`src/rtl/intr_pkg.sv`:
```
package intr_pkg;
    localparam int N_SRC   = 8;
    localparam int DATA_W  = 32;
    localparam int ADDR_W  = 8;
    localparam int GIE_POS = 31;

    // Byte offsets inside the register window
    localparam logic [7:0] OFS_GIE  = 8'h1C;
    localparam logic [7:0] OFS_STAT = 8'h20;
    localparam logic [7:0] OFS_EN   = 8'h28;
    localparam logic [7:0] OFS_KEY  = 8'h40;

    // Exact word that triggers the controller reset
    localparam logic [31:0] RESET_KEY = 32'h0000_000A;

    typedef struct packed {
        logic gie;
        logic stat;
        logic en;
        logic key;
    } reg_sel_t;
endpackage

```
`src/rtl/intr_decode.sv`:
```
module intr_decode
    import intr_pkg::*;
#(
    parameter int ADDR_W = 8,
    parameter int DATA_W = 32
) (
    input  logic [ADDR_W-1:0] addr,
    input  logic [DATA_W-1:0] wdata,
    input  logic              we,
    output reg_sel_t          sel,
    output reg_sel_t          wr,
    output logic              key_fire
);
    always_comb begin
        sel.gie  = (addr == ADDR_W'(OFS_GIE));
        sel.stat = (addr == ADDR_W'(OFS_STAT));
        sel.en   = (addr == ADDR_W'(OFS_EN));
        sel.key  = (addr == ADDR_W'(OFS_KEY));
        wr       = we ? sel : '0;
        key_fire = wr.key && (wdata == DATA_W'(RESET_KEY));
    end
endmodule

```
`src/rtl/intr_status_bank.sv`:
```
module intr_status_bank #(
    parameter int N = 8
) (
    input  logic         clk,
    input  logic         rst_n,
    input  logic [N-1:0] ev,
    input  logic         clr_we,
    input  logic [N-1:0] clr_mask,
    input  logic         wipe,
    output logic [N-1:0] stat_q
);
    typedef struct packed {
        logic [N-1:0] bits;
    } bank_t;

    bank_t        st_d, st_q;
    logic [N-1:0] nxt;

    // One latch cell per source; a new event outranks the acknowledge
    for (genvar i = 0; i < N; i++) begin : g_cell
        assign nxt[i] = !wipe && (ev[i] || (st_q.bits[i] && !(clr_we && clr_mask[i])));
    end

    always_comb begin
        st_d      = st_q;
        st_d.bits = nxt;
    end

    always_ff @(posedge clk) begin
        if (!rst_n) st_q <= '0;
        else        st_q <= st_d;
    end

    assign stat_q = st_q.bits;
endmodule

```
`src/rtl/intr_mask_regs.sv`:
```
module intr_mask_regs #(
    parameter int N       = 8,
    parameter int DATA_W  = 32,
    parameter int GIE_POS = 31
) (
    input  logic              clk,
    input  logic              rst_n,
    input  logic [DATA_W-1:0] wdata,
    input  logic              en_we,
    input  logic              gie_we,
    input  logic              wipe,
    output logic [N-1:0]      en_q,
    output logic              gie_q
);
    typedef struct packed {
        logic [N-1:0] en;
        logic         gie;
    } mask_t;

    mask_t m_d, m_q;

    always_comb begin
        m_d = m_q;
        if (en_we)  m_d.en  = wdata[N-1:0];
        if (gie_we) m_d.gie = wdata[GIE_POS];
        if (wipe)   m_d     = '0;
    end

    always_ff @(posedge clk) begin
        if (!rst_n) m_q <= '0;
        else        m_q <= m_d;
    end

    assign en_q  = m_q.en;
    assign gie_q = m_q.gie;
endmodule

```
`src/rtl/intr_reset_key.sv`:
```
module intr_reset_key (
    input  logic clk,
    input  logic rst_n,
    input  logic key_fire,
    output logic pulse_q
);
    typedef struct packed {
        logic pulse;
    } key_t;

    key_t k_d, k_q;

    always_comb begin
        k_d       = k_q;
        k_d.pulse = key_fire;
    end

    always_ff @(posedge clk) begin
        if (!rst_n) k_q <= '0;
        else        k_q <= k_d;
    end

    assign pulse_q = k_q.pulse;
endmodule

```
`src/rtl/intr_hub.sv`:
```
module intr_hub
    import intr_pkg::*;
#(
    parameter int N_SRC   = 8,
    parameter int ADDR_W  = 8,
    parameter int DATA_W  = 32,
    parameter int GIE_POS = 31
) (
    input  logic              clk,
    input  logic              rst_n,
    input  logic [ADDR_W-1:0] reg_addr,
    input  logic [DATA_W-1:0] reg_wdata,
    input  logic              reg_we,
    output logic [DATA_W-1:0] reg_rdata,
    input  logic [N_SRC-1:0]  event_in,
    output logic              irq,
    output logic              soft_rst
);
    localparam int PAD_W = DATA_W - N_SRC;

    reg_sel_t          sel, wr;
    logic              key_fire;
    logic [N_SRC-1:0]  stat_q;
    logic [N_SRC-1:0]  en_q;
    logic              gie_q;

    intr_decode #(.ADDR_W(ADDR_W), .DATA_W(DATA_W)) u_dec (
        .addr     (reg_addr),
        .wdata    (reg_wdata),
        .we       (reg_we),
        .sel      (sel),
        .wr       (wr),
        .key_fire (key_fire)
    );

    intr_status_bank #(.N(N_SRC)) u_stat (
        .clk      (clk),
        .rst_n    (rst_n),
        .ev       (event_in),
        .clr_we   (wr.stat),
        .clr_mask (reg_wdata[N_SRC-1:0]),
        .wipe     (key_fire),
        .stat_q   (stat_q)
    );

    intr_mask_regs #(.N(N_SRC), .DATA_W(DATA_W), .GIE_POS(GIE_POS)) u_mask (
        .clk    (clk),
        .rst_n  (rst_n),
        .wdata  (reg_wdata),
        .en_we  (wr.en),
        .gie_we (wr.gie),
        .wipe   (key_fire),
        .en_q   (en_q),
        .gie_q  (gie_q)
    );

    intr_reset_key u_key (
        .clk      (clk),
        .rst_n    (rst_n),
        .key_fire (key_fire),
        .pulse_q  (soft_rst)
    );

    always_comb begin
        reg_rdata = '0;
        if (sel.stat) reg_rdata = {{PAD_W{1'b0}}, stat_q};
        if (sel.en)   reg_rdata = {{PAD_W{1'b0}}, en_q};
        if (sel.gie)  reg_rdata = DATA_W'(gie_q) << GIE_POS;
    end

    assign irq = gie_q && (|(stat_q & en_q));
endmodule

```
`config.mk`:
```
export PLATFORM = sky130hd
export DESIGN_NAME = intr_hub
export DESIGN_NICKNAME = d
export VERILOG_FILES = /design/src/rtl/intr_pkg.sv /design/src/rtl/intr_decode.sv /design/src/rtl/intr_status_bank.sv /design/src/rtl/intr_mask_regs.sv /design/src/rtl/intr_reset_key.sv /design/src/rtl/intr_hub.sv
export SDC_FILE = /design/constraint.sdc
export NUM_CORES = 1
export LEC_CHECK = 0
export BUFFER_PORTS_ARGS = -buffer_cell sky130_fd_sc_hd__buf_2
export CAP_MARGIN = 5
export CORE_MARGIN = 4
export CORE_UTILIZATION = 25
export CTS_CLUSTER_SIZE = 25
export DETAILED_ROUTE_END_ITERATION = 8
export SLEW_MARGIN = 0
export SYNTH_ARGS = -nofsm -noshare
export SYNTH_HDL_FRONTEND = slang
export SYNTH_SLANG_ARGS = --single-unit
```
`constraint.sdc`:
```
create_clock -name clk -period 1.5 [get_ports clk]
set_input_delay 0.075 -clock clk [delete_from_list [all_inputs] [get_ports clk]]
set_output_delay 0.075 -clock clk [all_outputs]
set_load 0.01 [all_outputs]
```
# [Word-level counts from Yosys, hierarchy flattened]
# Index checks and enable logic that the tools add are counted.
[totals] reg_bits=18 inputBits=51 output_inout_bits=34
[op_classes] n_eq_ne=5 n_mux=4 bitwise_logic=2 n_reduce_logical=45
[ops] cell="$eq A32 B4 Y1 const B" count=1
[ops] cell="$mux W32" count=1
[ops] cell="$logic_and A1 B1 Y1" count=26
[ops] cell="$eq A8 B6 Y1 const B" count=2
[ops] cell="$mux W8" count=2
[ops] cell="$logic_not A1 Y1" count=9
[ops] cell="$and A8 B8 Y8" count=1
[ops] cell="$eq A8 B5 Y1 const B" count=1
[ops] cell="$eq A8 B7 Y1 const B" count=1
[ops] cell="$logic_or A1 B1 Y1" count=8
[ops] cell="$reduce_or A8 Y1" count=1
[ops] cell="$mux W4" count=1
[ops] cell="$reduce_or A2 Y1" count=1
[ops] cell="$not A1 Y1" count=1

# [Depth between registers and ports, before layout]
# Gate-level depths: netlist of the first run.
[logic_depth] word_depth=7 ltp_mapped=6 depth_no_buf=4

# [Hierarchy]
# A second synthesis of the first run with hierarchy kept.
[unflattened] hier_cells=148 area_unflattened_um2=1285.0
[modules_own_cells] mod="intr_hub" n_inst=1 cells_each=58 area_each_um2=376.6 seq_area_each_um2=0.0
[modules_own_cells] mod="intr_status_bank" n_inst=1 cells_each=35 area_each_um2=370.4 seq_area_each_um2=160.2
[modules_own_cells] mod="intr_mask_regs" n_inst=1 cells_each=30 area_each_um2=326.6 seq_area_each_um2=180.2
[modules_own_cells] mod="intr_decode" n_inst=1 cells_each=23 area_each_um2=185.2 seq_area_each_um2=0.0
[modules_own_cells] mod="intr_reset_key" n_inst=1 cells_each=2 area_each_um2=26.3 seq_area_each_um2=20.0

# [Least setup slack after synthesis of the first run]
# Ideal clock, no wire load.
[synth_path] kind="input-to-reg" startpoint="input reg_addr[3]" endpoint="register u_mask.m_q, in the netlist u_mask.en_q[1]" arrival_time_ns=1.207 setup_slack_ns=0.178 path_stages=5 path_buffers=1 cell_sequence="nor4_4 -> nand3_2 -> o31ai_4 -> buf_6 -> nor2_1"
[synth_between] elab_chain_len=4
[synth_lines] item="from (decl)" line="intr_hub.sv:11" text="input logic [ADDR_W-1:0] reg_addr,"
[synth_lines] item="$eq A8 B7 Y1" line="intr_decode.sv:18" text="sel.key = (addr == ADDR_W'(OFS_KEY));"
[synth_lines] item="$mux W4 *" line="intr_decode.sv:19" text="wr = we ? sel : '0;"
[synth_lines] item="$logic_and A1 B1 Y1" line="intr_decode.sv:20" text="key_fire = wr.key && (wdata == DATA_W'(RESET_KEY));"
[synth_lines] item="$reduce_or A2 Y1 (no source line)"
[synth_lines] item="to (signal assigned)" line="intr_mask_regs.sv:31" text="else m_q <= m_d;"
[synth_lines] item="to (decl)" line="intr_mask_regs.sv:20" text="mask_t m_d, m_q;"
# Every way passes the cells marked *; elsewhere a longest branch is shown, timed or not.
# A chain may end at the register's enable or synchronous reset.

# [Worst setup path in the final report of the first run]
[layout_path] startpoint="input reg_addr[4]" endpoint="output reg_rdata[5]"
[layout_between] elab_chain_len=4
[layout_lines] item="$eq A8 B6 Y1" line="intr_decode.sv:16" text="sel.stat = (addr == ADDR_W'(OFS_STAT));"
[layout_lines] item="$mux W8" line="intr_hub.sv:66" text="if (sel.stat) reg_rdata = {{PAD_W{1'b0}}, stat_q};"
[layout_lines] item="$mux W8" line="intr_hub.sv:67" text="if (sel.en) reg_rdata = {{PAD_W{1'b0}}, en_q};"
[layout_lines] item="$mux W32 *" line="intr_hub.sv:68" text="if (sel.gie) reg_rdata = DATA_W'(gie_q) << GIE_POS;"
[layout_lines] item="to (decl)" line="intr_hub.sv:14" text="output logic [DATA_W-1:0] reg_rdata,"
# Marked as above.

==> results of run 1 <==
[state kept, by name (all words and copies together) (netlist names)]
register,count
u_mask.en_q,8
u_key.pulse_q,1
u_mask.gie_q,1
u_stat.stat_q,8
[layer usage]
| layer | vias up | GRT usage | share of wire | wire [µm] |
|---|---|---|---|---|
| li1 | 594 | - | - | - |
| met3 | 6 | 0.02003 | 0.078 | 260 |
| met1 | 524 | 0.1319 | 0.38 | 1258 |
| met5 | - | 0 | 0 | 0 |
| met4 | 0 | 0.06214 | 0.022 | 72 |
| met2 | 42 | 0.2021 | 0.52 | 1753 |
[cells in the mapped netlist (all sizes together)]
cell	n	area, µm²
buf	26	193.9
nor2	20	75.07
dfxtp	18	360.4
nand4	11	68.82
mux2i	9	90.09
a21oi	8	40.04
a22o	8	70.07
nor4	7	58.81
a22oi	4	30.03
nor4b	4	35.03
clkbuf	2	7.510
inv	2	7.510
nand3	2	15.01
a41oi	1	8.760
and2	1	7.510
conb	1	3.750
nand2	1	3.750
nand4b	1	8.760
nor3	1	5.000
nor3b	1	7.510
nor4bb	1	10.01
o31ai	1	21.27
[area by class of cell]
type,instances,share of cell area
well taps,52,0.04085
multi-input cells,104,0.4085
clock buffers,3,0.02592
flip-flops and latches,18,0.2262
inverters,2,0.004713
repair buffers,81,0.2938
[worst min-delay path, cell delays in order]
cell and delay (ns):
buf_2 0.08, a21oi_1 0.03, nor2_1 0.06
[worst min-delay path by stage]
stage / cells past startpoint / end / slack, ns / from
2_1_floorplan: 2 / u_stat.stat_q[0] / 0.19 / event_in[0]
3_3_place_gp: 3 / u_stat.stat_q[7] / 0.29 / event_in[7]
3_5_place_dp: 3 / u_stat.stat_q[7] / 0.29 / event_in[7]
4_1_cts: 3 / u_stat.stat_q[7] / 0.03 / event_in[7]
5_1_grt: 3 / u_stat.stat_q[3] / 0.03 / event_in[3]
6_report: 3 / u_stat.stat_q[7] / 0.03 / event_in[7]
[power groups by stage]
stage               logic (µW)  clock network [µW]  registers, µW
floorplan                  113                   0            513
global placement           180                   0            516
detailed placement         181                   0            516
CTS                        182                 336            505
global route               205                 354            508
finish                     183                 324            506
[kinds of logic after synthesis]
group,after synthesis,share of synthesized area
simple gates,50,0.2616
buf+inv,30,0.1852
compound gates,22,0.1508
flops,18,0.3193
mux,9,0.07983
other cells,1,0.003323
[stage by stage]
step	power, µW	hold WS (ns)	util	std cells
floorplan	626.4	0.1924	-	152
global placement	696.2	0.2893	0.3543	257
detailed placement	697.1	0.2913	0.3543	257
CTS	1024	0.03091	0.3638	260
global route	1067	0.03225	0.3658	260
finish	1014	0.03142	0.3658	260
==> flow_summary.yaml, run 1 <==
worst_setup_path:
  required_ns: 1.42
  cp_slowest_stage_delay_ns: 0.22
  criticalPathCategory: "input pin to output pin"
  worstPathMaxFanout: 6
  crit_path_end: "reg_rdata[5]"
  r2r-start: "u_mask.en_q[3]"
  r2r-end: "u_mask.en_q[3]"
  cp.arrival_ns: 1.30
  startpoint_type: "input pin"
  rrSetupSlack_ns: 0.87
  crit_buf_inv: 5
  crit_chain: "buf_2 > buf_4 > nor4b_2 > buf_4 > nand2_1 > nor2_2 > buf_4 > a22o_1 > buf_2"
  path_delay_family: "buffers and inverters"
  cp_common_cell: "buf_4"
  worst_path_max_delay_cell: "nor4b_2"
  rr_worst_depth: 2
  cp_num_cells: 9
  end_kind: "output pin"
  crit_start: "reg_addr[4]"
detailed_routing:
  vias: 1166
  drt_drc_violations_left: 0
  wire_per_inst_um: 12.87
  drt-total-wl_um: 3345
  viasPerCell: 4.485
  postRouteAntennaNets: 0
  dr.first_iter.drc_count: 51
  firstDrtPassIters: 4
timing:
  rsz0062_at_grt: "false"
  hold_violations: 0
  slew_viol_final: 0
  min_period_over_period: 0.9187
  period_needed_ns: 1.378
  final.setup_skew_ns: 0
  setup_slack_ns: 0.1219
  setup_viol: 0
  setup_tns_ns: 0
  fmax_mhz: 725.6
cts:
  cts_buffer_depth: 2
  ctsHoldBuffers: 0
  cts_sinks: 18
  cts_tree: "yes"
  clkSlewWorstSetupHoldPaths_ns: 0.06
  numCtsBuffers: 3
  post_cts_buffers: 0
  htreeDepth: 1
  cts_resized: 0
  clockRootBuffer: "clkbuf_8"
  clk_latency_ns: 0.25
finish:
  insertedDiodeCount: 0
  seq_area_um2: 360.3
  layout_common_cells: "61 x buf_2, 23 x conb_1, 19 x nor2_1, 19 x buf_4, 18 x dfxtp_1"
  area.growth.synth_to_final_pct: 41.13
  fin_area_um2: 1593
  nNetsFinal: 261
  multi_input_comb_area_um2: 650.6
  drive_above_1_share: 0.4327
  n_fill_cell: 472
  final_common_cell: "buf_2"
floorplanning:
  num_rows: 24
  floorplan.initialDensity: 0.2592
  core_area_um2: 4354
  die_area_um2: 5654
  dieWidth_um: 75.19
  die_h_um: 75.19
  pin_count: 85
synthesis:
  netlist_area_um2: 1129
  ys_warn_count: 0
  syn_inst: 130
  ys_seq_area_frac: 0.3193
  synth.avg_cell_area_um2: 8.681
  ys_types: 26
  ys_ff_latch: 18
placed_design:
  port_buffers: 61
  gp_congestion: 0.7492
  place_ws_ns: -0.05167
  hpwl_um: 2743
  placed_area_um2: 1543
pwr:
  sequentialPowerShare: 0.499
  p_leak_uw: 0.0007998
  pwr-share-clk: 0.320
  power_frac_comb: 0.181
  p_int_uw: 760.3
  switchingPower_uw: 253.2
  p_per_area_nw_per_um2: 636.3
  ir_drop_v: 0.0002177
  sw_frac_of_total: 0.2498
flow_run:
  drv_cap: 0
grt:
  grt_pass1_wl_um: 4947
  grtUsageTotal: 0.1151
  grt_max_degree: 18
  grt-ovfl-total: 0
  first_global_vias: 1110
  grt_antenna_before_repair: 0
status:
  status: "complete, no violations"
worst_hold_path:
  hp-class: "input pin to register"
Power figures use the tool's default switching activity.
==> run 2: changes to the inputs <==
- CELL_PAD_IN_SITES_DETAIL_PLACEMENT: unset -> 0
- CELL_PAD_IN_SITES_GLOBAL_PLACEMENT: unset -> 1
- PLACE_DENSITY_LB_ADDON: unset -> 0.1
==> flow_summary.yaml, run 2 (same netlist as run 1, synthesis figures left out) <==
detailed_routing:
  viasPerCell: 4.615
  postRouteAntennaNets: 0
  wl_met2_um: 1763
  wirelength_met1_um: 1412
  dr.first_iter.drc_count: 17
  drt_drc_violations_left: 0
  dr_wl_met3_um: 276
  firstDrtPassIters: 6
  routed.top_layer: "met4"
  wire_per_inst_um: 13.80
  vias: 1163
  drt-total-wl_um: 3477
finish:
  nNetsFinal: 252
  layout_common_cells: "61 x buf_2, 23 x conb_1, 20 x nor2_1"
  final_common_cell: "buf_2"
  drive_above_1_share: 0.4050
  multi_input_comb_area_um2: 648.1
  seq_area_um2: 360.3
  final_util: 0.3529
  insertedDiodeCount: 0
  area.growth.synth_to_final_pct: 36.14
  n_fill_cell: 484
timing:
  whs_ns: 0.02780
  period_needed_ns: 1.348
  hold_violations: 0
  final.setup_skew_ns: 0
  rsz0062_at_grt: "false"
  fmax_mhz: 741.7
  setup_tns_ns: 0
  slew_viol_final: 0
  setup_slack_ns: 0.1517
  setup_viol: 0
  min_period_over_period: 0.8989
pwr:
  total_power_uw: 1072
  p_per_area_nw_per_um2: 697.4
  p_leak_uw: 0.0007636
  ir_drop_v: 0.0002763
grt:
  grt-ovfl-total: 0
  grt_antenna_before_repair: 0
  grt_pass1_wl_um: 5382
  first_global_vias: 1153
  grtUsageTotal: 0.1252
  grt_max_degree: 18
placed_design:
  port_buffers: 61
  place_ws_ns: -0.02403
  hpwl_um: 2863
  gp_congestion: 0.7691
cts:
  clk_latency_ns: 0.25
  htreeDepth: 1
  cts_sinks: 18
  cts_tree: "yes"
  clkSlewWorstSetupHoldPaths_ns: 0.07
  numCtsBuffers: 3
  cts_buffer_depth: 2
  clockRootBuffer: "clkbuf_8"
status:
  status: "complete, no violations"
worst_setup_path:
  startpoint_type: "input pin"
  cp_slowest_stage_delay_ns: 0.26
  r2r-end: "u_mask.en_q[2]"
  r2r-start: "u_mask.en_q[2]"
  path_delay_family: "buffers and inverters"
  end_kind: "output pin"
  required_ns: 1.42
  rrSetupSlack_ns: 0.86
  worstPathMaxFanout: 8
  crit_chain: "buf_2 > nor4b_2 > buf_4 > nand2_1 > nor2_1 > buf_4 > a22o_1 > buf_2"
  rr_worst_depth: 2
  worst_path_max_delay_cell: "nor4b_2"
  cp.arrival_ns: 1.27
  crit_buf_inv: 4
  criticalPathCategory: "input pin to output pin"
floorplanning:
  num_rows: 24
  dieWidth_um: 75.19
  floorplan.initialDensity: 0.2592
  die_h_um: 75.19
  core_area_um2: 4354
  die_area_um2: 5654
  pin_count: 85
worst_hold_path:
  min_to: "u_stat.stat_q[0]"
  min-delay-start: "event_in[0]"
  hp-class: "input pin to register"
  holdPathStages: 3
flow_run:
  drv_cap: 0
## run 2: cell count changes in the layout (fill, tap and decap cells not counted)
| cell | previous run | this run |
|---|---|---|
| buf_4 | 19 | 10 |
| clkbuf_8 | 3 | 4 |
| nor2_1 | 19 | 20 |
| nor2_2 | 1 | 0 |
## run 2: through the flow
step	area, µm²	cells
final	1536	252
after global routing	1536	252
after CTS	1523	251
after detailed placement	1468	247
after global placement	1468	247
after floorplan	1211	152
## run 2: worst min-delay path, cell delays in order
cell and delay (ns):
buf_2 0.08, a21oi_1 0.03, nor2_1 0.06
## run 2: area by class of cell
class	count	area share
sequential	18	0.2345
timing repair buffer	72	0.2606
tap	52	0.04235
clock buffer	4	0.03583
multi-input combinational	104	0.4218
inverter	2	0.004886
## run 2: repair_timing
action,4_1_cts,5_1_grt
gates resized for setup,0,1
buffers inserted,0,1
setup endpoints to repair,0,8
hold buffers,0,0
## run 2: worst max path at each step
stage            startpoint             end  slack (ns)  depth (start not counted)
3_3_place_gp   reg_wdata[2]  u_mask.en_q[6]       -0.02                          7
2_1_floorplan   reg_addr[3]  u_mask.en_q[1]        0.18                          5
5_1_grt         reg_addr[7]    reg_rdata[7]        0.04                          8
6_report        reg_addr[7]    reg_rdata[5]        0.15                          8
4_1_cts         reg_addr[7]    reg_rdata[7]        0.06                          8
3_5_place_dp   reg_wdata[2]  u_mask.en_q[1]       -0.02                          7
## run 2: routing by layer
layer  vias up  track usage
li1        579            -
met1       539       0.1551
met2        41       0.2137
met3         4      0.02937
met4         0      0.04078
met5         -            0
## run 2: power breakdown
group | leakage, µW | total, µW | switching (µW) | internal (µW)
Clock | 0.0000288 | 392 | 160 | 233
Combinational | 0.000587 | 173 | 93.3 | 80.0
Sequential | 0.000148 | 506 | 12.4 | 494
Total | 0.000764 | 1070 | 265 | 806
==> run 3: changes to the inputs <==
--- a/config.mk
+++ b/config.mk
@@ -15,2 +15,3 @@
 export DETAILED_ROUTE_END_ITERATION = 8
+export GPL_ROUTABILITY_DRIVEN = 0
 export PLACE_DENSITY_LB_ADDON = 0.1
==> constraint.sdc (replaced) <==
create_clock -name clk -period 1.5 [get_ports clk]
set_input_delay 0 -clock clk [delete_from_list [all_inputs] [get_ports clk]]
set_output_delay 0 -clock clk [all_outputs]
set_load 0.01 [all_outputs]
==> flow_summary.yaml, run 3 (same netlist as run 1, synthesis figures left out) <==
finish:
  n_fill_cell: 464
  final_util: 0.3612
  layout_common_cells: "61 x buf_2, 23 x conb_1, 20 x nor2_1"
  nNetsFinal: 255
  insertedDiodeCount: 0
  area.growth.synth_to_final_pct: 39.36
  final_common_cell: "buf_2"
  fin_area_um2: 1573
  drive_above_1_share: 0.3695
worst_setup_path:
  rrSetupSlack_ns: 0.87
  worstPathMaxFanout: 8
  crit_chain: "buf_2 > nor4_4 > buf_4 > and2_2 > a22o_1 > buf_2"
  required_ns: 1.50
  path_delay_family: "simple AND/OR/NAND/NOR gates"
  cp_slowest_stage_delay_ns: 0.37
  startpoint_type: "input pin"
  criticalPathCategory: "input pin to output pin"
  crit_buf_inv: 3
  end_kind: "output pin"
  worst_path_max_delay_cell: "nor4_4"
  cp_common_cell: "buf_2"
  cp.arrival_ns: 1.32
floorplanning:
  core_area_um2: 4354
  die_area_um2: 5654
  floorplan.initialDensity: 0.2592
  dieWidth_um: 75.19
  num_rows: 24
  die_h_um: 75.19
  pin_count: 85
cts:
  clk_latency_ns: 0.24
  htreeDepth: 1
  clockRootBuffer: "clkbuf_8"
  cts_buffer_depth: 2
  post_cts_buffers: 0
  cts_sinks: 18
  cts_tree: "yes"
  numCtsBuffers: 3
  clkSlewWorstSetupHoldPaths_ns: 0.07
pwr:
  p_leak_uw: 0.0007694
  power_frac_comb: 0.171
  p_int_uw: 814.0
  switchingPower_uw: 253.2
  ir_drop_v: 0.0002862
  pwr-share-clk: 0.355
  sequentialPowerShare: 0.474
  sw_frac_of_total: 0.2373
  p_per_area_nw_per_um2: 678.5
grt:
  grt_antenna_before_repair: 0
  grtUsageTotal: 0.1174
  grt_pass1_wl_um: 5092
  grt_max_degree: 18
  grt-ovfl-total: 0
  first_global_vias: 1094
timing:
  hold_violations: 0
  worstMarginPinSlew_ns: 0.5111
  final.setup_skew_ns: 0
  setup_viol: 0
  period_needed_ns: 1.317
  fmax_mhz: 759.1
  max_slew_margin: 0.6546
  min_period_over_period: 0.8782
  rsz0062_at_grt: "false"
  slew_viol_final: 0
detailed_routing:
  dr.first_iter.drc_count: 38
  postRouteAntennaNets: 0
  firstDrtPassIters: 4
  wire_per_inst_um: 13.22
  vias: 1164
  viasPerCell: 4.565
  drt-total-wl_um: 3370
  drt_drc_violations_left: 0
placed_design:
  hpwl_um: 2779
  port_buffers: 61
  placed_area_um2: 1438
flow_run:
  drv_cap: 0
worst_hold_path:
  hp-class: "input pin to register"
status:
  status: "complete, no violations"
run 3: power groups by stage:
stage / Clock [µW] / Sequential, µW / Combinational [µW]
6_report: 379 / 506 / 182
5_1_grt: 417 / 507 / 205
4_1_cts: 392 / 505 / 182
3_5_place_dp: 0 / 516 / 165
3_3_place_gp: 0 / 516 / 163
2_1_floorplan: 0 / 513 / 113
run 3: stage by stage:
stage,power [µW],setup slack (ns),std cells,setup TNS [ns],hold slack (ns)
2_1_floorplan,626.4,0.2532,152,0,0.1020
3_3_place_gp,678.7,0.04926,243,0,0.2097
3_5_place_dp,681.7,-0.01776,243,-0.2279,0.2136
4_1_cts,1079,0.1578,255,0,0.006592
5_1_grt,1128,0.04352,255,0,0.02036
6_report,1067,0.1827,255,0,0.009997
run 3: what timing repair did:
action / in CTS / in global routing
resized for setup: 0 / 0
hold endpoints to repair: 8 / 0
hold buffers: 8 / 0
run 3: routing by layer:
layer,share of wire,global-route usage,vias to the layer above
li1,-,-,584
met1,0.42,0.1498,544
met2,0.51,0.2079,34
met3,0.070,0.02136,2
met4,0.0030,0.02136,0
met5,0,0,-
run 3: layout make-up:
class / instances / area (µm²) / share of cell area
clock buffer: 4 / 55.05 / 0.03500
inverter: 2 / 7.507 / 0.004773
multi-input combinational: 104 / 641.9 / 0.4081
sequential: 18 / 360.3 / 0.2291
tap: 52 / 65.06 / 0.04137
timing repair buffer: 75 / 442.9 / 0.2816
run 3: path summary, 6_finish.rpt:
| check | startpoint | end | cells past startpoint |
|---|---|---|---|
| worst min-delay path | rst_n | u_key.pulse_q | 3 |
| worst max-delay path | reg_addr[2] | reg_rdata[7] | 6 |
| worst min register to register | u_mask.gie_q | u_mask.gie_q | 2 |
| worst max register to register | u_mask.en_q[2] | u_mask.en_q[2] | 2 |
run 3: worst min-delay path: cells and delay by family:
family                 cells  cell delay [ns]
AND/OR/NAND/NOR            1             0.04
buffers and inverters      2             0.17
